--- config.mk ---
export PLATFORM = sky130hd
export DESIGN_NAME = quad_dac_regbank
export DESIGN_NICKNAME = d
export VERILOG_FILES = /design/src/rtl/qdac_pkg.sv /design/src/rtl/qdac_sync.sv /design/src/rtl/qdac_wr_decode.sv /design/src/rtl/qdac_channel.sv /design/src/rtl/quad_dac_regbank.sv
export SDC_FILE = /design/constraint.sdc
export NUM_CORES = 1
export LEC_CHECK = 0
export BUFFER_PORTS_ARGS = -buffer_cell sky130_fd_sc_hd__buf_4
export CORE_ASPECT_RATIO = 1.1
export CORE_MARGIN = 3
export CORE_UTILIZATION = 60
export CTS_BUF_LIST = sky130_fd_sc_hd__clkbuf_8
export DETAILED_ROUTE_END_ITERATION = 6
export PLACE_DENSITY = 0.95
export RECOVER_POWER = 25
export SKIP_CTS_REPAIR_TIMING = 1
export SLEW_MARGIN = 20
export SYNTH_ARGS = -nofsm -noshare
export SYNTH_HDL_FRONTEND = slang
export SYNTH_SLANG_ARGS = --single-unit
--- constraint.sdc ---
create_clock -name clk -period 6 [get_ports clk]
set_input_delay 0.3 -clock clk [delete_from_list [all_inputs] [get_ports clk]]
set_output_delay 0.3 -clock clk [all_outputs]
set_load 0.005 [all_outputs]
--- src/rtl/qdac_pkg.sv ---
package qdac_pkg;

   parameter int QD_NUM_CH   = 4;
   parameter int QD_CODE_W   = 10;
   parameter int QD_SYNC_STG = 2;

   typedef enum logic {
      GAIN_X1 = 1'b0,
      GAIN_X2 = 1'b1
   } gain_sel_e;

endpackage

--- src/rtl/qdac_sync.sv ---
module qdac_sync #(
   parameter int         W       = 1,
   parameter int         STAGES  = 2,
   parameter logic [W-1:0] RST_VAL = '0
) (
   input  logic         clk,
   input  logic         rst_n,
   input  logic [W-1:0] d,
   output logic [W-1:0] q
);

   logic [STAGES-1:0][W-1:0] stg_q;

   always_ff @(posedge clk or negedge rst_n) begin
      if (!rst_n) stg_q[0] <= RST_VAL;
      else        stg_q[0] <= d;
   end

   for (genvar s = 1; s < STAGES; s++) begin : g_stage
      always_ff @(posedge clk or negedge rst_n) begin
         if (!rst_n) stg_q[s] <= RST_VAL;
         else        stg_q[s] <= stg_q[s-1];
      end
   end

   assign q = stg_q[STAGES-1];

endmodule

--- src/rtl/qdac_wr_decode.sv ---
module qdac_wr_decode #(
   parameter int NUM_CH = 4,
   parameter int CODE_W = 10,
   localparam int ADDR_W = $clog2(NUM_CH)
) (
   input  logic              clk,
   input  logic              rst_n,
   input  logic              cs_s,
   input  logic              wr_s,
   input  logic [ADDR_W-1:0] addr,
   input  logic [CODE_W-1:0] data,
   output logic [NUM_CH-1:0] wr_en,
   output logic [CODE_W-1:0] wr_data
);

   logic              wr_prev_q;
   logic              shd_vld_q;
   logic [ADDR_W-1:0] shd_addr_q;
   logic [CODE_W-1:0] shd_data_q;
   logic              commit;

   // Capture bus contents while the strobe is low; commit on its rise.
   always_ff @(posedge clk or negedge rst_n) begin
      if (!rst_n) begin
         wr_prev_q  <= 1'b1;
         shd_vld_q  <= 1'b0;
         shd_addr_q <= '0;
         shd_data_q <= '0;
      end else begin
         wr_prev_q <= wr_s;
         if (!wr_s) begin
            shd_vld_q <= !cs_s;
            if (!cs_s) begin
               shd_addr_q <= addr;
               shd_data_q <= data;
            end
         end else begin
            shd_vld_q <= 1'b0;
         end
      end
   end

   assign commit  = wr_s && !wr_prev_q && shd_vld_q;
   assign wr_data = shd_data_q;

   for (genvar c = 0; c < NUM_CH; c++) begin : g_dec
      assign wr_en[c] = commit && (shd_addr_q == ADDR_W'(c));
   end

endmodule

--- src/rtl/qdac_channel.sv ---
module qdac_channel #(
   parameter int CODE_W = 10
) (
   input  logic              clk,
   input  logic              rst_n,
   input  logic              wr_en,
   input  logic [CODE_W-1:0] wr_data,
   input  logic              load,
   output logic [CODE_W-1:0] inp_q,
   output logic [CODE_W-1:0] dac_q
);

   always_ff @(posedge clk or negedge rst_n) begin
      if (!rst_n)     inp_q <= '0;
      else if (wr_en) inp_q <= wr_data;
   end

   always_ff @(posedge clk or negedge rst_n) begin
      if (!rst_n)    dac_q <= '0;
      else if (load) dac_q <= inp_q;
   end

endmodule

--- src/rtl/quad_dac_regbank.sv ---
module quad_dac_regbank
   import qdac_pkg::*;
#(
   parameter int NUM_CH   = QD_NUM_CH,
   parameter int CODE_W   = QD_CODE_W,
   parameter int SYNC_STG = QD_SYNC_STG,
   localparam int ADDR_W  = $clog2(NUM_CH),
   localparam int OUT_W   = NUM_CH * CODE_W
) (
   input  logic              clk,
   input  logic              rst_n,
   input  logic              cs_n,
   input  logic              wr_n,
   input  logic [ADDR_W-1:0] addr,
   input  logic [CODE_W-1:0] data,
   input  logic              load_n,
   input  logic              clr_n,
   input  logic              pd_n,
   input  logic              gain_sel,
   output logic [OUT_W-1:0]  dac_code_o,
   output logic              pwrdn_o,
   output logic              gain_o
);

   // Elaboration-time parameter checks
   if (NUM_CH < 2 || (NUM_CH & (NUM_CH - 1)) != 0) begin : g_bad_ch
      $error("quad_dac_regbank: NUM_CH must be a power of two, at least 2");
   end
   if (CODE_W < 1) begin : g_bad_w
      $error("quad_dac_regbank: CODE_W must be positive");
   end
   if (SYNC_STG < 2) begin : g_bad_sync
      $error("quad_dac_regbank: SYNC_STG must be at least 2");
   end

   // Clear: asserts at once, releases through a synchronizer
   logic clr_any_n;
   logic reg_rst_n;

   assign clr_any_n = rst_n & clr_n;

   qdac_sync #(.W(1), .STAGES(SYNC_STG), .RST_VAL(1'b0)) i_rst_sync (
      .clk   (clk),
      .rst_n (clr_any_n),
      .d     (1'b1),
      .q     (reg_rst_n)
   );

   // Strobe synchronizers, flushed by clear
   logic [2:0] strb_raw;
   logic [2:0] strb_s;
   logic       cs_s;
   logic       wr_s;
   logic       load_act;

   assign strb_raw = {load_n, wr_n, cs_n};

   qdac_sync #(.W(3), .STAGES(SYNC_STG), .RST_VAL(3'b111)) i_strb_sync (
      .clk   (clk),
      .rst_n (reg_rst_n),
      .d     (strb_raw),
      .q     (strb_s)
   );

   assign cs_s     = strb_s[0];
   assign wr_s     = strb_s[1];
   assign load_act = !strb_s[2];

   // Status synchronizers, reset only at power-on
   logic [1:0] stat_s;
   gain_sel_e  gain_q;

   qdac_sync #(.W(2), .STAGES(SYNC_STG), .RST_VAL({GAIN_X1, 1'b1})) i_stat_sync (
      .clk   (clk),
      .rst_n (rst_n),
      .d     ({gain_sel, pd_n}),
      .q     (stat_s)
   );

   assign gain_q  = gain_sel_e'(stat_s[1]);
   assign gain_o  = gain_q;
   assign pwrdn_o = !stat_s[0];

   // Write address decode
   logic [NUM_CH-1:0] wr_en;
   logic [CODE_W-1:0] wr_data;

   qdac_wr_decode #(.NUM_CH(NUM_CH), .CODE_W(CODE_W)) i_wr_decode (
      .clk     (clk),
      .rst_n   (reg_rst_n),
      .cs_s    (cs_s),
      .wr_s    (wr_s),
      .addr    (addr),
      .data    (data),
      .wr_en   (wr_en),
      .wr_data (wr_data)
   );

   // Per-channel register pairs
   logic [OUT_W-1:0] inp_flat;

   for (genvar c = 0; c < NUM_CH; c++) begin : g_ch
      qdac_channel #(.CODE_W(CODE_W)) i_channel (
         .clk     (clk),
         .rst_n   (clr_any_n & reg_rst_n),
         .wr_en   (wr_en[c]),
         .wr_data (wr_data),
         .load    (load_act),
         .inp_q   (inp_flat[c*CODE_W +: CODE_W]),
         .dac_q   (dac_code_o[c*CODE_W +: CODE_W])
      );
   end

endmodule

## Word-level counts from Yosys, hierarchy flattened

Cells that the tools add are included.
Widths: inputs -> output; s select.

- Equal/unequal tests: 3
- Reduce and logical (&&, ||, !) cells: 11
- Bitwise gates (word level): 4
- Multiplexer cells: 1

Operators with widths:

| cell | number |
|---|---|
| $logic_and 1x1->1 | 6 |
| $eq 2x2->1 const B | 2 |
| $logic_not 1->1 | 3 |
| $and 1x1->1 | 2 |
| $eq 2x1->1 const B | 1 |
| $logic_not 2->1 | 1 |
| $not 1->1 | 2 |
| $reduce_and 2->1 | 1 |
| $mux 1 | 1 |

- Output and inout bits: 42
- Input port bits: 20
- Logic and storage cells: 37
- Flip-flop bits (word level): 106

## Logic depth before layout (Yosys ltp)

Gate-level depths: netlist of run 1.

- Depth in word-level cells: 4
- Mapped depth: 4
- Depth with buffers taken out: 3

## By module

Synthesis of run 1 repeated with hierarchy kept, for this count alone.

- Cells, all modules: 226
- Area, all modules: 4,249.1 um^2

By module, submodules not included:

| module | area each (um^2) | instances | cells each | seq. area each (um^2) |
|---|---|---|---|---|
| qdac_channel | 823.3 | 4 | 42 | 500.5 |
| qdac_wr_decode | 584.3 | 1 | 36 | 351.6 |
| qdac_sync (i_strb_sync) | 180.2 | 1 | 9 | 157.7 |
| qdac_sync (i_stat_sync) | 117.6 | 1 | 6 | 102.6 |
| qdac_sync (i_rst_sync) | 50.0 | 1 | 2 | 50.0 |
| quad_dac_regbank | 23.8 | 1 | 5 | 0.0 |

## Worst setup path before layout of run 1

No wires, ideal clock.

- Kind: register to register
- From: register i_strb_sync.stg_q (netlist bit i_strb_sync.q[1])
- To: register g_ch[2].i_channel.inp_q[0]
- Clock period less this slack: 1,673 ps
- Cell stages (with the launch flop): 5
- Data required time: 5,875 ps
- Buffers on the path: 1
- Setup slack: 4,327 ps
- Arrival: 1,548 ps
- Path through: dfstp_2 -> nand2_2 -> or4b_1 -> buf_6 -> mux2_4

- Longest elaborated chain between the ends: 3

RTL lines:

| item | RTL line | source |
|---|---|---|
| from (decl) | qdac_sync.sv:12 | `logic [STAGES-1:0][W-1:0] stg_q;` |
| from (signal, indexed assignment) | qdac_sync.sv:22 | `else stg_q[s] <= stg_q[s-1];` |
| $logic_and 1x1->1 (2 in series) | qdac_wr_decode.sv:43 | `assign commit = wr_s && !wr_prev_q && shd_vld_q;` |
| $logic_and 1x1->1 | qdac_wr_decode.sv:47 | `assign wr_en[c] = commit && (shd_addr_q == ADDR_W'(c));` |
| to (signal assigned) | qdac_channel.sv:15 | `else if (wr_en) inp_q <= wr_data;` |
| to (decl) | qdac_channel.sv:9 | `output logic [CODE_W-1:0] inp_q,` |

Every way passes these cells.
A chain may end at the register's enable or synchronous reset.

## Worst setup path in the final report of run 1

- From: register i_strb_sync.stg_q (netlist bit i_strb_sync.q[1])
- To: register g_ch[2].i_channel.inp_q[7]

The elaborated chain is that of the path after synthesis.

==> flow_summary.ini, run 1 <==
[outcome]
status = complete, no violations

[critical_path]
arrival_ns = 2.28
critical_path_class = flop to flop
slowest_delay_ns = 0.80
crit_slowest_cell = or4b_1
worstPathRequired_ns = 6.25
crit_buf_inv = 0
worstPathMaxFanout = 10
crit_path_end_kind = flop
crit_family = simple AND/OR/NAND/NOR gates
crit_path_start_kind = flop
r2r_slack_ns = 3.97
crit_chain = nand2_2 -> or4b_1 -> mux2_4

[cells_and_area]
utilization_pct = 75.11
fillers = 366
syn_to_final_growth_pct = 20.48
fin_nets = 305
antenna_cells = 0
drive_above_1_share_pct = 61.72

[floorplanning]
die_area_mm2 = 0.007435
die_h_um = 90.14
core_region_area_mm2 = 0.006193
row_count = 30
die_x_um = 82.49
start_util_pct = 62.34
io_pins = 62

[route]
via_count = 1971
wirelength_mm = 6.967
drtPass1Iterations = 4
ant_nets = 0
drt_first_iter_violations = 71
vias_per_cell = 5.327
wl_per_cell_um = 18.83
drc = 0

[global_routing]
grt_antenna_before_repair = 0
grt-ovfl-total = 0
track_usage_pct = 20.28
grt_pass1_wl_mm = 10.99
grt_max_degree = 81
grt_pass1_vias = 2095

[clock_tree]
cts_root_buffer = clkbuf_8
path_clk_slew_ns = 0.09
clockBufferDepth = 2
cts_buffers = 9
h-tree-depth = 3
cts.sinks = 106
clk_latency_ns = 0.37
cts_tree = yes

[sta]
fmax_ghz = 0.4924
clock_skew_ns = 0.01012
period_needed_ns = 2.031
tightest_slew_ns = 1.104
slew_headroom_pct = 26.10
tns_ns = 0
hold_viol = 0
maxSlewViolCount = 0
finalSetupViolCount = 0
rsz0062_at_grt = false
finalCritPeriodShare_pct = 33.84

[logic_synthesis]
syn_inst = 216
avgSynthCellArea_um2 = 17.88
synth.distinct_cells = 19
ys_warn_count = 0
ys_seq_elements = 106
syn_area_mm2 = 0.003861
syn_nets = 236
ys_seq_area_share_pct = 68.99

[job]
cap_violations = 0

[place]
port_buffers = 61
gp_congestion = 0.7433
hpwl_mm = 4.379

[pwr]
power_leakage_nw = 2.295
power_density_mw_per_mm2 = 406.8
vdd_drop_max_mv = 0.2199

[hold_path]
hold_path_class = input port to flop
==> registers in the layout, summed over array words and instances (netlist names), 2 cells and up <==
register,flops
i_stat_sync.q,2
i_wr_decode.wr_data,10
i_strb_sync.stg_q,3
i_stat_sync.stg_q,2
g_ch.i_channel.inp_q,40
i_strb_sync.q,3
g_ch.i_channel.dac_q,40
i_wr_decode.shd_addr_q,2
==> path summary, 6_finish.rpt <==
kind / from / to / depth (start not counted)
worst min-delay path: pd_n / i_stat_sync.stg_q[0]$_DFF_PN1_ / 1
worst min register to register: i_rst_sync.q$_DFF_PN0_ / i_wr_decode.wr_data[7]$_DFFE_PN0P_ / 0
worst max register to register: i_strb_sync.q[1]$_DFF_PN1_ / g_ch[2].i_channel.inp_q[7]$_DFFE_PN0P_ / 3
max in group asynchronous: i_rst_sync.q$_DFF_PN0_ / g_ch[2].i_channel.inp_q[1]$_DFFE_PN0P_ / 2
worst max-delay path: i_strb_sync.q[1]$_DFF_PN1_ / g_ch[2].i_channel.inp_q[7]$_DFFE_PN0P_ / 3
min in group asynchronous: rst_n / i_stat_sync.q[1]$_DFF_PN0_ / 2
==> layer usage <==
| metal | global-route usage (%) | vias to the layer above | share of wire (%) | wire length [µm] |
|---|---|---|---|---|
| li1 | - | 898 | - | - |
| met5 | 0 | - | 0 | 0 |
| met2 | 30.08 | 46 | 50 | 3509 |
| met3 | 3.607 | 12 | 4.2 | 291 |
| met4 | 9.557 | 0 | 1.3 | 93 |
| met1 | 29.02 | 1015 | 44 | 3072 |
==> synthesized netlist by cell type, drive strengths merged <==
library cell / instances / share of area [%]
buf: 6 / 0.84
nor3b: 1 / 0.19
and2: 1 / 0.16
nor4: 1 / 0.55
mux2: 92 / 28
clkbuf: 1 / 0.097
or4b: 1 / 0.26
dfrtp: 97 / 63
nor2b: 1 / 0.16
and3: 1 / 0.16
nand4: 1 / 0.32
nand2: 1 / 0.16
inv: 1 / 0.097
dfstp: 9 / 6.1
conb: 1 / 0.097
nor2: 1 / 0.097
==> per-stage QoR <==
stage,hold WS (ns),worst slack (ns),area [µm²],cells,power (mW)
2_1_floorplan,0.004409,2.600,3861,216,1.215
3_3_place_gp,0.1028,4.074,4395,351,1.411
3_5_place_dp,0.1034,3.989,4395,351,1.435
4_1_cts,-0.3026,3.990,4616,367,1.914
5_1_grt,0.01594,3.901,4652,370,1.986
6_report,0.03954,3.969,4652,370,1.892
==> layout by cell type (no fill, tap or decap), types with 2 or more instances in the layout <==
| master | instances |
|---|---|
| dfstp_2 | 8 |
| clkbuf_4 | 27 |
| mux2_4 | 10 |
| inv_1 | 2 |
| clkbuf_1 | 3 |
| bufinv_16 | 2 |
| buf_4 | 32 |
| mux2_2 | 82 |
| clkbuf_8 | 10 |
| clkinv_2 | 2 |
| dlygate4sd3_1 | 2 |
| dfrtp_1 | 97 |
==> worst register-to-register path, delay by kind of cell, from the launching register on <==
| kind | cells | cell delay (ns) |
|---|---|---|
| and+or+nand+nor | 2 | 0.91 |
| DFF | 1 | 0.61 |
| muxes | 1 | 0.41 |
==> cell type report <==
cell class / count / area (µm²) / area share, %
clock buffers: 10 / 137.6 / 2.959
well taps: 80 / 100.1 / 2.152
clock inverters: 6 / 82.58 / 1.775
repair buffers: 65 / 501.7 / 10.79
multi-input cells: 102 / 1162 / 24.99
inverters: 1 / 3.754 / 0.08069
flip-flops and latches: 106 / 2664 / 57.26
==> cells by family (layout without fill, tap and decap cells) <==
family                 count (synthesis)  after routing  synth area share [%]
flip-flops                           106            106                 68.99
multiplexers                          92             92                 27.80
AND/OR/NAND/NOR                        9              9                 2.074
buffers and inverters                  8             82                 1.037
other                                  1              1               0.09712
==> where the power goes <==
part | switching, mW | total (mW) | internal [mW]
Sequential | 0.130 | 1.04 | 0.911
Clock | 0.229 | 0.474 | 0.244
Combinational | 0.112 | 0.378 | 0.266
Total | 0.471 | 1.89 | 1.42
No activity file was read; power rests on OpenSTA's default activity.
==> run 2, diff against run 1 <==
--- a/config.mk
+++ b/config.mk
@@ -5,13 +5,14 @@
 export SDC_FILE = /design/constraint.sdc
 export NUM_CORES = 1
 export LEC_CHECK = 0
+export ABC_AREA = 1
 export BUFFER_PORTS_ARGS = -buffer_cell sky130_fd_sc_hd__buf_4
 export CORE_ASPECT_RATIO = 1.1
 export CORE_MARGIN = 3
-export CORE_UTILIZATION = 60
+export CORE_UTILIZATION = 58
 export CTS_BUF_LIST = sky130_fd_sc_hd__clkbuf_8
 export DETAILED_ROUTE_END_ITERATION = 6
-export PLACE_DENSITY = 0.95
+export PLACE_DENSITY = 0.92
 export RECOVER_POWER = 25
 export SKIP_CTS_REPAIR_TIMING = 1
 export SLEW_MARGIN = 20
==> constraint.sdc (replaced) <==
create_clock -name clk -period 2.1 [get_ports clk]
set_input_delay 0.105 -clock clk [delete_from_list [all_inputs] [get_ports clk]]
set_output_delay 0.105 -clock clk [all_outputs]
set_load 0.005 [all_outputs]
==> flow_summary.ini, run 2 <==
[outcome]
status = finished, violations left
violations = hold timing

[critical_path]
crit_chain = nand2_2 -> nor2_4 -> nand2_2 -> nand2_1 -> nand2_1
crit_buf_inv = 0
arrival_ns = 2.05
crit_path_start_kind = flop
worstPathMaxFanout = 19
r2r_slack_ns = 0.31
crit_slowest_cell = dfstp_1
crit_family = simple AND/OR/NAND/NOR gates
critical_path_class = flop to flop
startpoint = i_strb_sync.q[1]$_DFF_PN1_
slowest_delay_ns = 0.72
r2r_cells = 5
cp.depth = 5
crit_path_end_kind = flop
worstReg2RegStart = i_strb_sync.q[1]$_DFF_PN1_
worstPathRequired_ns = 2.36

[clock_tree]
clk_latency_ns = 0.37
cts_tree = yes
path_clk_slew_ns = 0.09
cts.sinks = 106
clockBufferDepth = 2
cts_root_buffer = clkbuf_8
cts_buffers = 9
h-tree-depth = 3

[cells_and_area]
fin_nets = 519
drive_above_1_share_pct = 19.44
antenna_cells = 0
layout_common_cells = nand2_1, dfrtp_1, o21ai_0
mostFrequentLayoutCell = nand2_1
utilization_pct = 74.61
fillers = 457
syn_to_final_growth_pct = 23.89

[sta]
finalSetupViolCount = 0
fmax_ghz = 0.5584
slew_headroom_pct = 46.48
postLayoutSetupSlackWorst_ns = 0.3092
rsz0062_at_grt = false
tns_ns = 0
maxSlewViolCount = 0
period_needed_ns = 1.791
clock_skew_ns = 0.009080
hold_viol = 1
tightest_slew_ns = 0.7998
finalCritPeriodShare_pct = 85.28
holdWs_ns = -0.03473

[route]
vias_per_cell = 5.195
ant_nets = 0
via_count = 3044
drtPass1Iterations = 7
drc = 0
wl_per_cell_um = 14.79
drt_first_iter_violations = 211
wirelength_mm = 8.668

[pwr]
p_seq_share_pct = 55.3
p_clk_share_pct = 28.4
combPwrFrac_pct = 16.3
power_density_mw_per_mm2 = 982.3
power.internal_mw = 3.558
p_sw_share_pct = 27.22
p_switching_mw = 1.331
vdd_drop_max_mv = 0.6807
power_leakage_nw = 2.565

[logic_synthesis]
syn_inst = 420
ys_warn_count = 0
synth_top_area_cell = dfrtp_1
synth_edf_count = 0
syn_nets = 440
synth_top_area_share_pct = 60.42
ys_seq_area_share_pct = 66.30
synth_area_leaders = dfrtp_1, nand2_1, o21ai_0, dfstp_2, nand3_1
synthFlopType = dfrtp_1
synth_most_common_cell = nand2_1
ys_seq_elements = 106
synth.distinct_cells = 14
syn_area_mm2 = 0.004018
avgSynthCellArea_um2 = 9.566
yosys-top-cells-count = nand2_1, dfrtp_1, o21ai_0
async_flop_share_pct = 100.0

[global_routing]
grt_pass1_wl_mm = 14.06
grt_antenna_before_repair = 0
grt_max_degree = 69
grt-ovfl-total = 0
grt_pass1_vias = 2983
track_usage_pct = 23.14

[floorplanning]
row_count = 31
die_h_um = 93.29
start_util_pct = 60.22
die_area_mm2 = 0.007963
io_pins = 62
die_x_um = 85.36
core_region_area_mm2 = 0.006671

[hold_path]
hold_path_class = input port to flop
hold_path_depth = 3
holdCritStartpoint = addr[0]

[place]
gp_congestion = 0.8840
port_buffers = 61
hpwl_mm = 6.051
pre_cts_ws_ns = 0.4562

[job]
cap_violations = 0
-- run 2: changes by cell type after synthesis, sizes merged, moves of 4 or more --
cell,change
nand2,+148
mux2,-92
o21ai,+52
inv,+45
nand3,+40
clkbuf,+9
nor2,+5
buf,+4
-- run 2: layer usage --
metal  vias up  GRT usage, %  share of wire [%]
li1       1453             -                  -
met1      1461         29.31                 39
met2       107         38.02                 52
met3        23         4.141                6.2
met4         0         12.27                2.6
met5         -             0                  0
-- run 2: through the flow --
step | power [mW] | cell area, µm² | std cells
after floorplan | 3.045 | 4029 | 420
after detailed placement | 3.532 | 4579 | 552
final | 4.889 | 4977 | 586
after global routing | 5.148 | 4977 | 586
after global placement | 3.442 | 4579 | 552
after CTS | 4.903 | 4808 | 568
-- run 2: path summary, 6_finish.rpt --
kind / end
max: g_ch[1].i_channel.inp_q[0]$_DFFE_PN0P_
min: i_wr_decode.shd_addr_q[0]$_DFFE_PN0P_
max reg2reg: g_ch[1].i_channel.inp_q[0]$_DFFE_PN0P_
min reg2reg: i_wr_decode.wr_data[7]$_DFFE_PN0P_
max in group asynchronous: g_ch[3].i_channel.inp_q[7]$_DFFE_PN0P_
min in group asynchronous: i_stat_sync.stg_q[1]$_DFF_PN0_
-- run 2: power by group through the flow --
stage / clock network, mW / logic (mW) / registers, mW
floorplan: 0 / 0.378 / 2.67
global placement: 0 / 0.733 / 2.71
detailed placement: 0 / 0.790 / 2.74
CTS: 1.40 / 0.795 / 2.71
global route: 1.49 / 0.904 / 2.75
finish: 1.39 / 0.797 / 2.70
-- run 2: worst min-delay path: cells and delay by family --
family	cells	cell delay (ns)
AOI/OAI and AO/OA	1	0.06
buffers and inverters	1	0.08
and+or+nand+nor	1	0.05
-- run 2: layout make-up --
type                       instances  area (µm²)  area share (%)
sequential                       106        2664           53.52
clock buffer                      11       151.4           3.042
clock inverter                     5       77.57           1.559
timing repair buffer              88       735.7           14.78
inverter                          46       172.7           3.469
tap                               82       102.6           2.061
multi-input combinational        248        1074           21.57
-- run 2: kinds of logic (layout without fill, tap and decap cells) --
group	count (synthesis)	count (layout)	share of synthesized area, %
and+or+nand+nor	195	195	19.96
DFF	106	106	66.30
buffers and inverters	66	150	7.163
AOI/OAI and AO/OA	52	52	6.478
other	1	1	0.09334
==> run 3, diff against run 2 <==
--- a/config.mk
+++ b/config.mk
@@ -7,12 +7,13 @@
 export LEC_CHECK = 0
 export ABC_AREA = 1
 export BUFFER_PORTS_ARGS = -buffer_cell sky130_fd_sc_hd__buf_4
+export CAP_MARGIN = 10
 export CORE_ASPECT_RATIO = 1.1
 export CORE_MARGIN = 3
-export CORE_UTILIZATION = 58
+export CORE_UTILIZATION = 60
 export CTS_BUF_LIST = sky130_fd_sc_hd__clkbuf_8
 export DETAILED_ROUTE_END_ITERATION = 6
-export PLACE_DENSITY = 0.92
+export PLACE_DENSITY = 0.84
 export RECOVER_POWER = 25
 export SKIP_CTS_REPAIR_TIMING = 1
 export SLEW_MARGIN = 20
==> constraint.sdc (replaced) <==
create_clock -name clk -period 2.2 [get_ports clk]
set_input_delay 0.11 -clock clk [delete_from_list [all_inputs] [get_ports clk]]
set_output_delay 0.11 -clock clk [all_outputs]
set_load 0.005 [all_outputs]
==> flow_summary.ini, run 3 (synthesis results as in run 2) <==
[critical_path]
crit_chain = nand2_2 -> nor2_4 -> nand2_2 -> nand2_1 -> nand2_1
critical_path_class = flop to flop
slowest_delay_ns = 0.73
r2r_end = g_ch[1].i_channel.inp_q[4]$_DFFE_PN0P_
worstReg2RegStart = i_strb_sync.q[1]$_DFF_PN1_
startpoint = i_strb_sync.q[1]$_DFF_PN1_
worstPathRequired_ns = 2.45
crit_family = simple AND/OR/NAND/NOR gates
r2r_slack_ns = 0.39
endpoint = g_ch[1].i_channel.inp_q[4]$_DFFE_PN0P_
r2r_cells = 5
crit_slowest_cell = dfstp_1
crit_buf_inv = 0
crit_path_start_kind = flop
worstPathMaxFanout = 22
arrival_ns = 2.06
cp.depth = 5
crit_path_end_kind = flop

[pwr]
p_seq_share_pct = 55.8
p_sw_share_pct = 26.89
power_density_mw_per_mm2 = 925.9
p_switching_mw = 1.237
power.internal_mw = 3.363
combPwrFrac_pct = 16.3
p_clk_share_pct = 27.9
power_leakage_nw = 2.561
vdd_drop_max_mv = 0.5494
total_power_mw = 4.599

[sta]
finalCritPeriodShare_pct = 82.47
holdWs_ns = -0.004864
clock_skew_ns = 0.007521
finalSetupViolCount = 0
hold_viol = 1
slew_headroom_pct = 42.70
tightest_slew_ns = 0.8563
maxSlewViolCount = 0
tns_ns = 0
period_needed_ns = 1.814
fmax_ghz = 0.5512
rsz0062_at_grt = false

[route]
wirelength_mm = 8.355
wl_per_cell_um = 14.31
vias_per_cell = 5.207
drt_first_iter_violations = 263
via_count = 3041
drc = 0
ant_nets = 0
drtPass1Iterations = 5

[floorplanning]
die_area_mm2 = 0.007715
io_pins = 62
die_h_um = 91.83
row_count = 30
start_util_pct = 63.33
die_x_um = 84.02
core_region_area_mm2 = 0.006344

[clock_tree]
cts_tree = yes
cts_root_buffer = clkbuf_8
cts.sinks = 106
h-tree-depth = 3
cts_buffers = 9
clockBufferDepth = 2
path_clk_slew_ns = 0.09
clk_latency_ns = 0.36

[place]
port_buffers = 61
gp_congestion = 0.8292
hpwl_mm = 5.741

[global_routing]
grt_antenna_before_repair = 0
grt_pass1_wl_mm = 13.77
track_usage_pct = 22.81
grt-ovfl-total = 0
grt_max_degree = 69
grt_pass1_vias = 2948

[cells_and_area]
antenna_cells = 0
multiInputGateArea_mm2 = 0.001074
drive_above_1_share_pct = 19.44
utilization_pct = 78.30
layout_common_cells = nand2_1, dfrtp_1, o21ai_0
syn_to_final_growth_pct = 23.64
mostFrequentLayoutCell = nand2_1
fin_nets = 519
register_area_mm2 = 0.002664
fillers = 432

[job]
cap_violations = 0

[hold_path]
holdCritStartpoint = data[0]
hold_path_class = input port to flop
hold_path_depth = 3

[outcome]
status = finished, violations left
violations = hold timing
[run 3: power groups by stage]
stage | logic, mW | registers, mW | clock network, mW
after floorplan | 0.360 | 2.55 | 0
after global placement | 0.696 | 2.59 | 0
after global routing | 0.862 | 2.62 | 1.38
after CTS | 0.750 | 2.57 | 1.31
after detailed placement | 0.744 | 2.61 | 0
final | 0.752 | 2.57 | 1.28
[run 3: how the worst min path moves through the flow]
stage / endpoint / slack (ns)
after floorplan: i_stat_sync.q[1]$_DFF_PN0_ / -0.19
after global placement: i_stat_sync.stg_q[1]$_DFF_PN0_ / -0.09
after detailed placement: i_stat_sync.stg_q[1]$_DFF_PN0_ / -0.09
after CTS: i_stat_sync.stg_q[1]$_DFF_PN0_ / -0.49
after global routing: i_wr_decode.wr_data[0]$_DFFE_PN0P_ / -0.003
final: i_wr_decode.wr_data[0]$_DFFE_PN0P_ / -0.005
[run 3: cell type report]
class | count | area share, %
Clock buffer | 10 | 2.771
Clock inverter | 6 | 1.662
Inverter | 46 | 3.476
Multi-Input combinational cell | 248 | 21.61
Sequential cell | 106 | 53.63
Tap cell | 80 | 2.015
Timing Repair Buffer | 88 | 14.84
[run 3: through the flow]
step	instance area, µm²	cells	hold slack (ns)	setup slack (ns)
3_5_place_dp	4582	551	-0.08871	0.5120
5_1_grt	4967	584	-0.003097	0.2531
2_1_floorplan	4026	420	-0.1856	0.004728
3_3_place_gp	4582	551	-0.09285	0.6263
4_1_cts	4802	567	-0.4917	0.4898
6_report	4967	584	-0.004864	0.3858
[run 3: routing by layer]
metal  wire length, µm  track usage (%)  share of wire, %
met2              4377            37.70                52
met3               414            4.403               5.0
met5                 0                0                 0
met4               143            8.981               1.7
met1              3420            29.92                41
[run 3: worst reg2reg max path, delay by kind of cell, from the launching register on]
family           cells  cell delay, ns
flip-flops           1            0.73
AND/OR/NAND/NOR      5            0.99
